===== src/rtl/tlb_pkg.sv =====
package tlb_pkg;
  typedef struct packed {
    logic d;
    logic r;
    logic w;
    logic x;
  } perm_t;

  typedef enum logic [2:0] {
    ST_IDLE  = 3'd0,
    ST_LOOK  = 3'd1,
    ST_WREQ  = 3'd2,
    ST_WWAIT = 3'd3,
    ST_RESP  = 3'd4
  } tlb_state_e;
endpackage


===== src/rtl/tlb_lru.sv =====
module tlb_lru #(
  parameter int WAYS  = 4,
  localparam int WW   = $clog2(WAYS)
) (
  input  logic            clk,
  input  logic            rst_n,
  input  logic            touch_en,
  input  logic [WW-1:0]   touch_way,
  input  logic [WAYS-1:0] valid_i,
  output logic [WW-1:0]   victim_o
);
  logic [WW-1:0] age_q [WAYS];
  logic [WAYS-1:0] age_seen;

  always_ff @(posedge clk or negedge rst_n) begin
    if (!rst_n) begin
      for (int i = 0; i < WAYS; i++) age_q[i] <= WW'(i);
    end else if (touch_en) begin
      for (int i = 0; i < WAYS; i++) begin
        if (WW'(i) == touch_way) age_q[i] <= '0;
        else if (age_q[i] < age_q[touch_way]) age_q[i] <= age_q[i] + 1'b1;
      end
    end
  end

  always_comb begin
    logic found;
    found = 1'b0;
    victim_o = '0;
    for (int i = 0; i < WAYS; i++) begin
      if (!valid_i[i] && !found) begin
        victim_o = WW'(i);
        found = 1'b1;
      end
    end
    if (!found) begin
      for (int i = 0; i < WAYS; i++) begin
        if (age_q[i] == WW'(WAYS - 1)) victim_o = WW'(i);
      end
    end
  end

  always_comb begin
    age_seen = '0;
    for (int i = 0; i < WAYS; i++) age_seen[age_q[i]] = 1'b1;
  end

  AST_LRU_AGES_DISTINCT: assert property (@(posedge clk) disable iff (!rst_n)
    age_seen == {WAYS{1'b1}});
endmodule


===== src/rtl/tlb_way_store.sv =====
module tlb_way_store #(
  parameter int SETS  = 16,
  parameter int TAG_W = 16,
  parameter int PPN_W = 20,
  localparam int IW   = $clog2(SETS)
) (
  input  logic             clk,
  input  logic             rst_n,
  input  logic             flush_i,
  input  logic             inv_en_i,
  input  logic [IW-1:0]    inv_idx_i,
  input  logic [TAG_W-1:0] inv_tag_i,
  input  logic             wr_en_i,
  input  logic [IW-1:0]    wr_idx_i,
  input  logic [TAG_W-1:0] wr_tag_i,
  input  logic [PPN_W-1:0] wr_ppn_i,
  input  logic [3:0]       wr_perm_i,
  input  logic [IW-1:0]    rd_idx_i,
  output logic             rd_valid_o,
  output logic [TAG_W-1:0] rd_tag_o,
  output logic [PPN_W-1:0] rd_ppn_o,
  output logic [3:0]       rd_perm_o
);
  logic [SETS-1:0]  valid_q;
  logic [TAG_W-1:0] tag_q  [SETS];
  logic [PPN_W-1:0] ppn_q  [SETS];
  logic [3:0]       perm_q [SETS];

  always_ff @(posedge clk or negedge rst_n) begin
    if (!rst_n) begin
      valid_q <= '0;
    end else if (flush_i) begin
      valid_q <= '0;
    end else begin
      if (inv_en_i && valid_q[inv_idx_i] && tag_q[inv_idx_i] == inv_tag_i)
        valid_q[inv_idx_i] <= 1'b0;
      if (wr_en_i) valid_q[wr_idx_i] <= 1'b1;
    end
  end

  always_ff @(posedge clk) begin
    if (wr_en_i) begin
      tag_q[wr_idx_i]  <= wr_tag_i;
      ppn_q[wr_idx_i]  <= wr_ppn_i;
      perm_q[wr_idx_i] <= wr_perm_i;
    end
  end

  assign rd_valid_o = valid_q[rd_idx_i];
  assign rd_tag_o   = tag_q[rd_idx_i];
  assign rd_ppn_o   = ppn_q[rd_idx_i];
  assign rd_perm_o  = perm_q[rd_idx_i];

  AST_FLUSH_EMPTIES: assert property (@(posedge clk) disable iff (!rst_n)
    flush_i |=> (valid_q == '0));
  AST_FILL_YIELDS: assert property (@(posedge clk) disable iff (!rst_n)
    wr_en_i |-> (!flush_i && !inv_en_i));
endmodule


===== src/rtl/tlb_cache.sv =====
module tlb_cache #(
  parameter int VPN_W = 20,
  parameter int PPN_W = 20,
  parameter int OFF_W = 12,
  parameter int SETS  = 16,
  parameter int WAYS  = 4,
  localparam int IW    = $clog2(SETS),
  localparam int WW    = $clog2(WAYS),
  localparam int TAG_W = VPN_W - IW,
  localparam int PA_W  = PPN_W + OFF_W
) (
  input  logic             clk,
  input  logic             rst_n,
  input  logic             req_valid,
  output logic             req_ready,
  input  logic [VPN_W-1:0] req_vpn,
  input  logic [OFF_W-1:0] req_offset,
  input  logic             req_store,
  output logic             resp_valid,
  input  logic             resp_ready,
  output logic             resp_fault,
  output logic [PA_W-1:0]  resp_paddr,
  output logic [3:0]       resp_perm,
  output logic             walk_req_valid,
  input  logic             walk_req_ready,
  output logic [VPN_W-1:0] walk_vpn,
  input  logic             walk_rsp_valid,
  output logic             walk_rsp_ready,
  input  logic             walk_rsp_fault,
  input  logic [PPN_W-1:0] walk_rsp_ppn,
  input  logic [3:0]       walk_rsp_perm,
  input  logic             flush,
  input  logic             inv_valid,
  input  logic [VPN_W-1:0] inv_vpn
);
  import tlb_pkg::*;

  tlb_state_e       state_q;
  logic [VPN_W-1:0] cur_vpn_q;
  logic [OFF_W-1:0] cur_off_q;
  logic             cur_store_q;
  logic [WW-1:0]    fill_way_q;

  logic [IW-1:0]    cur_idx;
  logic [TAG_W-1:0] cur_tag;
  assign cur_idx = cur_vpn_q[IW-1:0];
  assign cur_tag = cur_vpn_q[VPN_W-1:IW];

  logic [WAYS-1:0]  rd_valid;
  logic [TAG_W-1:0] rd_tag  [WAYS];
  logic [PPN_W-1:0] rd_ppn  [WAYS];
  logic [3:0]       rd_perm [WAYS];
  logic [WAYS-1:0]  match;
  logic             any_match;
  logic [WW-1:0]    match_way;
  logic [PPN_W-1:0] hit_ppn;
  perm_t            hit_perm;
  logic             hit_ok;
  logic             fill_fire;
  logic             lru_touch;
  logic [WW-1:0]    lru_way;
  logic [WW-1:0]    victims [SETS];
  logic [WW-1:0]    victim;

  // Way arrays
  for (genvar w = 0; w < WAYS; w++) begin : g_way
    tlb_way_store #(.SETS(SETS), .TAG_W(TAG_W), .PPN_W(PPN_W)) u_store (
      .clk       (clk),
      .rst_n     (rst_n),
      .flush_i   (flush),
      .inv_en_i  (inv_valid),
      .inv_idx_i (inv_vpn[IW-1:0]),
      .inv_tag_i (inv_vpn[VPN_W-1:IW]),
      .wr_en_i   (fill_fire && (fill_way_q == WW'(w))),
      .wr_idx_i  (cur_idx),
      .wr_tag_i  (cur_tag),
      .wr_ppn_i  (walk_rsp_ppn),
      .wr_perm_i (walk_rsp_perm),
      .rd_idx_i  (cur_idx),
      .rd_valid_o(rd_valid[w]),
      .rd_tag_o  (rd_tag[w]),
      .rd_ppn_o  (rd_ppn[w]),
      .rd_perm_o (rd_perm[w])
    );
    assign match[w] = rd_valid[w] && (rd_tag[w] == cur_tag);
  end

  // Replacement state, one per set
  for (genvar s = 0; s < SETS; s++) begin : g_set
    tlb_lru #(.WAYS(WAYS)) u_lru (
      .clk      (clk),
      .rst_n    (rst_n),
      .touch_en (lru_touch && (cur_idx == IW'(s))),
      .touch_way(lru_way),
      .valid_i  (rd_valid),
      .victim_o (victims[s])
    );
  end
  assign victim = victims[cur_idx];

  always_comb begin
    any_match = 1'b0;
    match_way = '0;
    hit_ppn   = '0;
    hit_perm  = '0;
    for (int w = 0; w < WAYS; w++) begin
      if (match[w]) begin
        any_match = 1'b1;
        match_way = WW'(w);
        hit_ppn   = rd_ppn[w];
        hit_perm  = perm_t'(rd_perm[w]);
      end
    end
  end

  assign hit_ok    = any_match && (!cur_store_q || hit_perm.d);
  assign fill_fire = (state_q == ST_WWAIT) && walk_rsp_valid && !walk_rsp_fault
                     && !flush && !inv_valid;
  assign lru_touch = ((state_q == ST_LOOK) && hit_ok) || fill_fire;
  assign lru_way   = fill_fire ? fill_way_q : match_way;

  always_ff @(posedge clk or negedge rst_n) begin
    if (!rst_n) begin
      state_q     <= ST_IDLE;
      cur_vpn_q   <= '0;
      cur_off_q   <= '0;
      cur_store_q <= 1'b0;
      fill_way_q  <= '0;
      resp_fault  <= 1'b0;
      resp_paddr  <= '0;
      resp_perm   <= '0;
    end else begin
      case (state_q)
        ST_IDLE: if (req_valid) begin
          cur_vpn_q   <= req_vpn;
          cur_off_q   <= req_offset;
          cur_store_q <= req_store;
          state_q     <= ST_LOOK;
        end
        ST_LOOK: if (hit_ok) begin
          resp_fault <= 1'b0;
          resp_paddr <= {hit_ppn, cur_off_q};
          resp_perm  <= hit_perm;
          state_q    <= ST_RESP;
        end else begin
          fill_way_q <= any_match ? match_way : victim;
          state_q    <= ST_WREQ;
        end
        ST_WREQ: if (walk_req_ready) state_q <= ST_WWAIT;
        ST_WWAIT: if (walk_rsp_valid) begin
          if (walk_rsp_fault) begin
            resp_fault <= 1'b1;
            resp_paddr <= '0;
            resp_perm  <= '0;
            state_q    <= ST_RESP;
          end else begin
            state_q <= ST_LOOK;
          end
        end
        ST_RESP: if (resp_ready) state_q <= ST_IDLE;
        default: state_q <= ST_IDLE;
      endcase
    end
  end

  assign req_ready      = (state_q == ST_IDLE);
  assign resp_valid     = (state_q == ST_RESP);
  assign walk_req_valid = (state_q == ST_WREQ);
  assign walk_vpn       = cur_vpn_q;
  assign walk_rsp_ready = (state_q == ST_WWAIT);

  AST_RESP_HELD: assert property (@(posedge clk) disable iff (!rst_n)
    resp_valid && !resp_ready |=> resp_valid && $stable(resp_paddr)
      && $stable(resp_fault) && $stable(resp_perm));
  AST_WALK_HELD: assert property (@(posedge clk) disable iff (!rst_n)
    walk_req_valid && !walk_req_ready |=> walk_req_valid && $stable(walk_vpn));
  AST_SINGLE_COPY: assert property (@(posedge clk) disable iff (!rst_n)
    (state_q == ST_LOOK) |-> $onehot0(match));
  AST_FAULT_NO_RETRY: assert property (@(posedge clk) disable iff (!rst_n)
    walk_rsp_valid && walk_rsp_ready && walk_rsp_fault |=> resp_valid && resp_fault);
endmodule


===== config.mk =====
export PLATFORM = sky130hd
export DESIGN_NAME = tlb_cache
export DESIGN_NICKNAME = d
export VERILOG_FILES = /design/src/rtl/tlb_pkg.sv /design/src/rtl/tlb_lru.sv /design/src/rtl/tlb_way_store.sv /design/src/rtl/tlb_cache.sv
export SDC_FILE = /design/constraint.sdc
export NUM_CORES = 2
export LEC_CHECK = 0
export BUFFER_PORTS_ARGS = -buffer_cell sky130_fd_sc_hd__buf_2
export CORE_ASPECT_RATIO = 1.1
export CORE_MARGIN = 2
export CORE_UTILIZATION = 60
export CTS_CLUSTER_SIZE = 10
export DETAILED_ROUTE_END_ITERATION = 7
export PLACE_DENSITY = 0.76
export SLEW_MARGIN = 20
export SYNTH_ARGS = -nofsm -noshare
export SYNTH_HDL_FRONTEND = slang
export SYNTH_SLANG_ARGS = --single-unit

===== constraint.sdc =====
create_clock -name clk -period 6.6 [get_ports clk]
set_clock_uncertainty 0.05 [all_clocks]
set_input_delay 1.32 -clock clk [delete_from_list [all_inputs] [get_ports clk]]
set_output_delay 1.32 -clock clk [all_outputs]
set_load 0.005 [all_outputs]

==> qor.yml <==
yosys:
  synthCells: 6938
  synthSimpleGateAreaFrac_pct: 3.74
  synth-seq-cells: 2827
  synth_ff_type: "edfxtp_1"
  synthAdderAreaFrac_pct: 0.695
  synth.top_cell.area_share_pct: 61.4
  ys_top_cells_by_area: "edfxtp_1 (61%), mux4_2 (18%), dfrtp_1 (4.1%), mux2i_1 (1.9%), dfstp_2 (1.3%)"
  yosys-top-cells-count: "edfxtp_1 (2560), mux4_2 (983), nor2_1 (283)"
  synth_seq_area_share_pct: 66.8
  yosysMostFrequentCell: "edfxtp_1"
  synth_edf_count: 2560
  synth_cell_types: 106
  synth_mux_area_share_pct: 20.4
  synth_top_family_by_area: "multiplexers"
  yosys_warnings: 0
  synth-compound-area-share_pct: 5.49
  netlist_area_sq_mm: 0.125
  synth-xor-area-share_pct: 0.811
  syn_area_per_cell_sq_um: 18.1
  yosysTopAreaCell: "edfxtp_1"
  postSynth.asyncResetShare_pct: 9.44
  syn_nets: 7088
timing:
  rsz0062_at_grt: "false"
  relSlewSlack_pct: 15.3
  hold_violations: 0
  slew_viol_final: 0
  period_share_pct: 96.7
  worst_pin_slew_ns: 1.26
  finalCriticalPeriod_ns: 6.38
  fin_setup_tns_ns: 0
  finalSetupViolations: 0
  fmax_mhz: 157
power:
  power_mw: 53.1
  p_seq_share_pct: 39.8
  max-vdd-ir-drop_uv: 315
  power_frac_comb_pct: 29.6
  intPower_mw: 36.3
  p_sw_mw: 16.8
  swShare_pct: 31.7
  power_frac_clock_pct: 30.6
  power_density_mw_per_mm2: 379
  leakagePower_nw: 46.3
global_route:
  grt_max_degree: 156
  grt_pass1_wl_um: 557000
  grtUsageTotal_pct: 37.1
  antenna_found_initial: 10
  grt-ovfl-total: 0
  grt_pass1_vias: 76500
cts:
  clock_sinks: 2827
  cts_hold_buffers: 0
  clk_latency_ns: 0.97
  cts-htree-levels: 5
  numCtsBuffers: 337
  cts_tree: "done"
  clock_path_buffers: 4
  clk_pin_slew_ns: 0.06
  cts_root_buffer: "clkbuf_16"
floorplanning:
  die_area_sq_mm: 0.213
  io_pins: 147
  dieWidth_um: 440
  num_rows: 175
  core_area_sq_mm: 0.207
  start_util_pct: 60.5
  die_y_um: 483
drt:
  drc: 0
  wire_per_inst_um: 38.4
  via_count: 75400
  vias_per_cell: 7.41
  ant_nets: 0
  drtIter0Drc: 11500
  wl_um: 391000
  first_pass_iters: 8
placement:
  place.gp.congestion: 0.996
  portBuffers: 146
  hpwl_um: 231000
critical_path:
  start_kind: "register"
  cp_max_fo: 41
  endpoint_kind: "register"
  max_stage_delay_ns: 0.83
  crit_type: "register to register"
  crit_start: "walk_vpn[0]"
  cp_cell_sequence: "buf_12 -> buf_12 -> mux4_1 -> a22o_1 -> a221o_1 -> or3_1 -> nor4_1 -> buf_4 -> nand2_2 -> a311oi_2 -> nor2_1 -> o31ai_4 -> buf_4 -> nand2_2 -> o31a_1 -> o221a_2"
  cpMaxStageDelayCell: "dfrtp_4"
  cp.required_ns: 7.42
  worst_ep_arrival_time_ns: 7.20
  worstReg2RegStart: "walk_vpn[0]"
cells_and_area:
  area_growth_pct: 11.8
  final_nets: 7482
  drive_gt1_share_pct: 29.2
outcome:
  outcome: "complete, no violations"
min_path:
  hold_path_class: "input pin to asynchronous set/reset pin"
flow_run:
  drv_cap: 0
registers in the layout (all words and copies together) (netlist names), 3 cells and up:
| signal | flops |
|---|---|
| g_way.u_store.tag_q | 1024 |
| walk_vpn | 20 |
| resp_perm | 4 |
| g_set.u_lru.age_q | 128 |
| g_way.u_store.perm_q | 256 |
| cur_off_q | 12 |
| state_q | 3 |
| g_way.u_store.ppn_q | 1280 |
| resp_paddr | 32 |
| g_way.u_store.valid_q | 64 |
layout by cell type, fill, tap and decap left out, types with 77 or more instances in the layout:
cell,Yosys,routed
mux4_2,983,983
o21ai_0,258,257
nor2_1,283,260
a21oi_1,256,256
buf_2,71,120
clkbuf_16,0,342
mux2i_1,235,235
inv_1,130,80
dfrtp_1,203,183
buf_4,24,320
o22ai_1,78,78
edfxtp_1,2560,2560
clkbuf_1,239,80
mux2_2,78,78
nand2_1,267,265
a22oi_1,77,77
layout make-up:
type	instances	area, sq um
Clock buffer	430	8970
Timing Repair Buffer	496	4100
Antenna cell	4	10.0
Sequential cell	2827	83700
Clock inverter	14	90.1
Tap cell	2743	3430
Fill cell	12900	67000
Inverter	137	515
Multi-Input combinational cell	3533	39300
per-stage QoR:
step	hold slack (ns)	cells	instance area (sq um)	setup slack [ns]	util, %
final	0.328	10200	140000	0.216	67.6
after global routing	0.372	10200	140000	0.0301	67.6
after CTS	0.330	10200	140000	0.167	67.6
after detailed placement	0.415	9735	131000	0.250	63.2
after global placement	0.408	9735	131000	0.298	63.2
after floorplan	0.423	6938	125000	1.00	-
logic make-up (layout without fill, tap and decap cells):
| group | after synthesis | after routing |
|---|---|---|
| and+or+nand+nor | 981 | 981 |
| other | 0 | 4 |
| AOI/OAI and AO/OA | 1062 | 1062 |
| muxes | 1303 | 1303 |
| buffers and inverters | 578 | 1077 |
| DFF | 2827 | 2827 |
| adders and majority gates | 71 | 71 |
| xor gates and xnor gates | 116 | 116 |
power by group through the flow:
stage / Clock (mW) / Sequential, mW / Combinational [mW]
finish: 16.3 / 21.1 / 15.7
global route: 17.0 / 21.1 / 16.1
CTS: 16.3 / 21.1 / 15.4
detailed placement: 0 / 21.5 / 15.2
global placement: 0 / 21.4 / 15.0
floorplan: 0 / 21.5 / 9.79
routing by layer:
layer / GRT usage (%) / part of all wire (%) / vias to the layer above
li1: - / - / 29400
met3: 8.77 / 12 / 1341
met1: 47.3 / 33 / 38600
met4: 23.4 / 7.7 / 12
met2: 57.8 / 47 / 5998
met5: 0 / 0.021 / -
timing repair:
item | 4_1_cts | 5_1_grt
endpoints found under the setup margin | 0 | 12
gates resized for setup | 0 | 6
endpoints found under the hold margin | 0 | 0
setup buffers | 0 | 0
worst paths after layout:
check / endpoint / cells after the start / slack (ns)
hold reg to reg: resp_paddr[30] / 2 / 0.42
min in group clk: resp_paddr[30] / 2 / 0.42
max in group asynchronous: walk_vpn[1] / 2 / 4.74
setup reg to reg: g_set[7].u_lru.age_q[1] / 16 / 0.22
setup / recovery: g_set[7].u_lru.age_q[1] / 16 / 0.22
hold / removal: state_q[2] / 1 / 0.33
worst max-delay path: cells and delay by family, from the launching register on:
family,cells,cell delay (ns)
AO/OA/AOI/OAI,6,2.01
AND/OR/NAND/NOR,5,1.62
flip-flops,1,0.83
multiplexers,1,0.62
buffers and inverters,4,1.12
(Power assumes the default switching activity.)
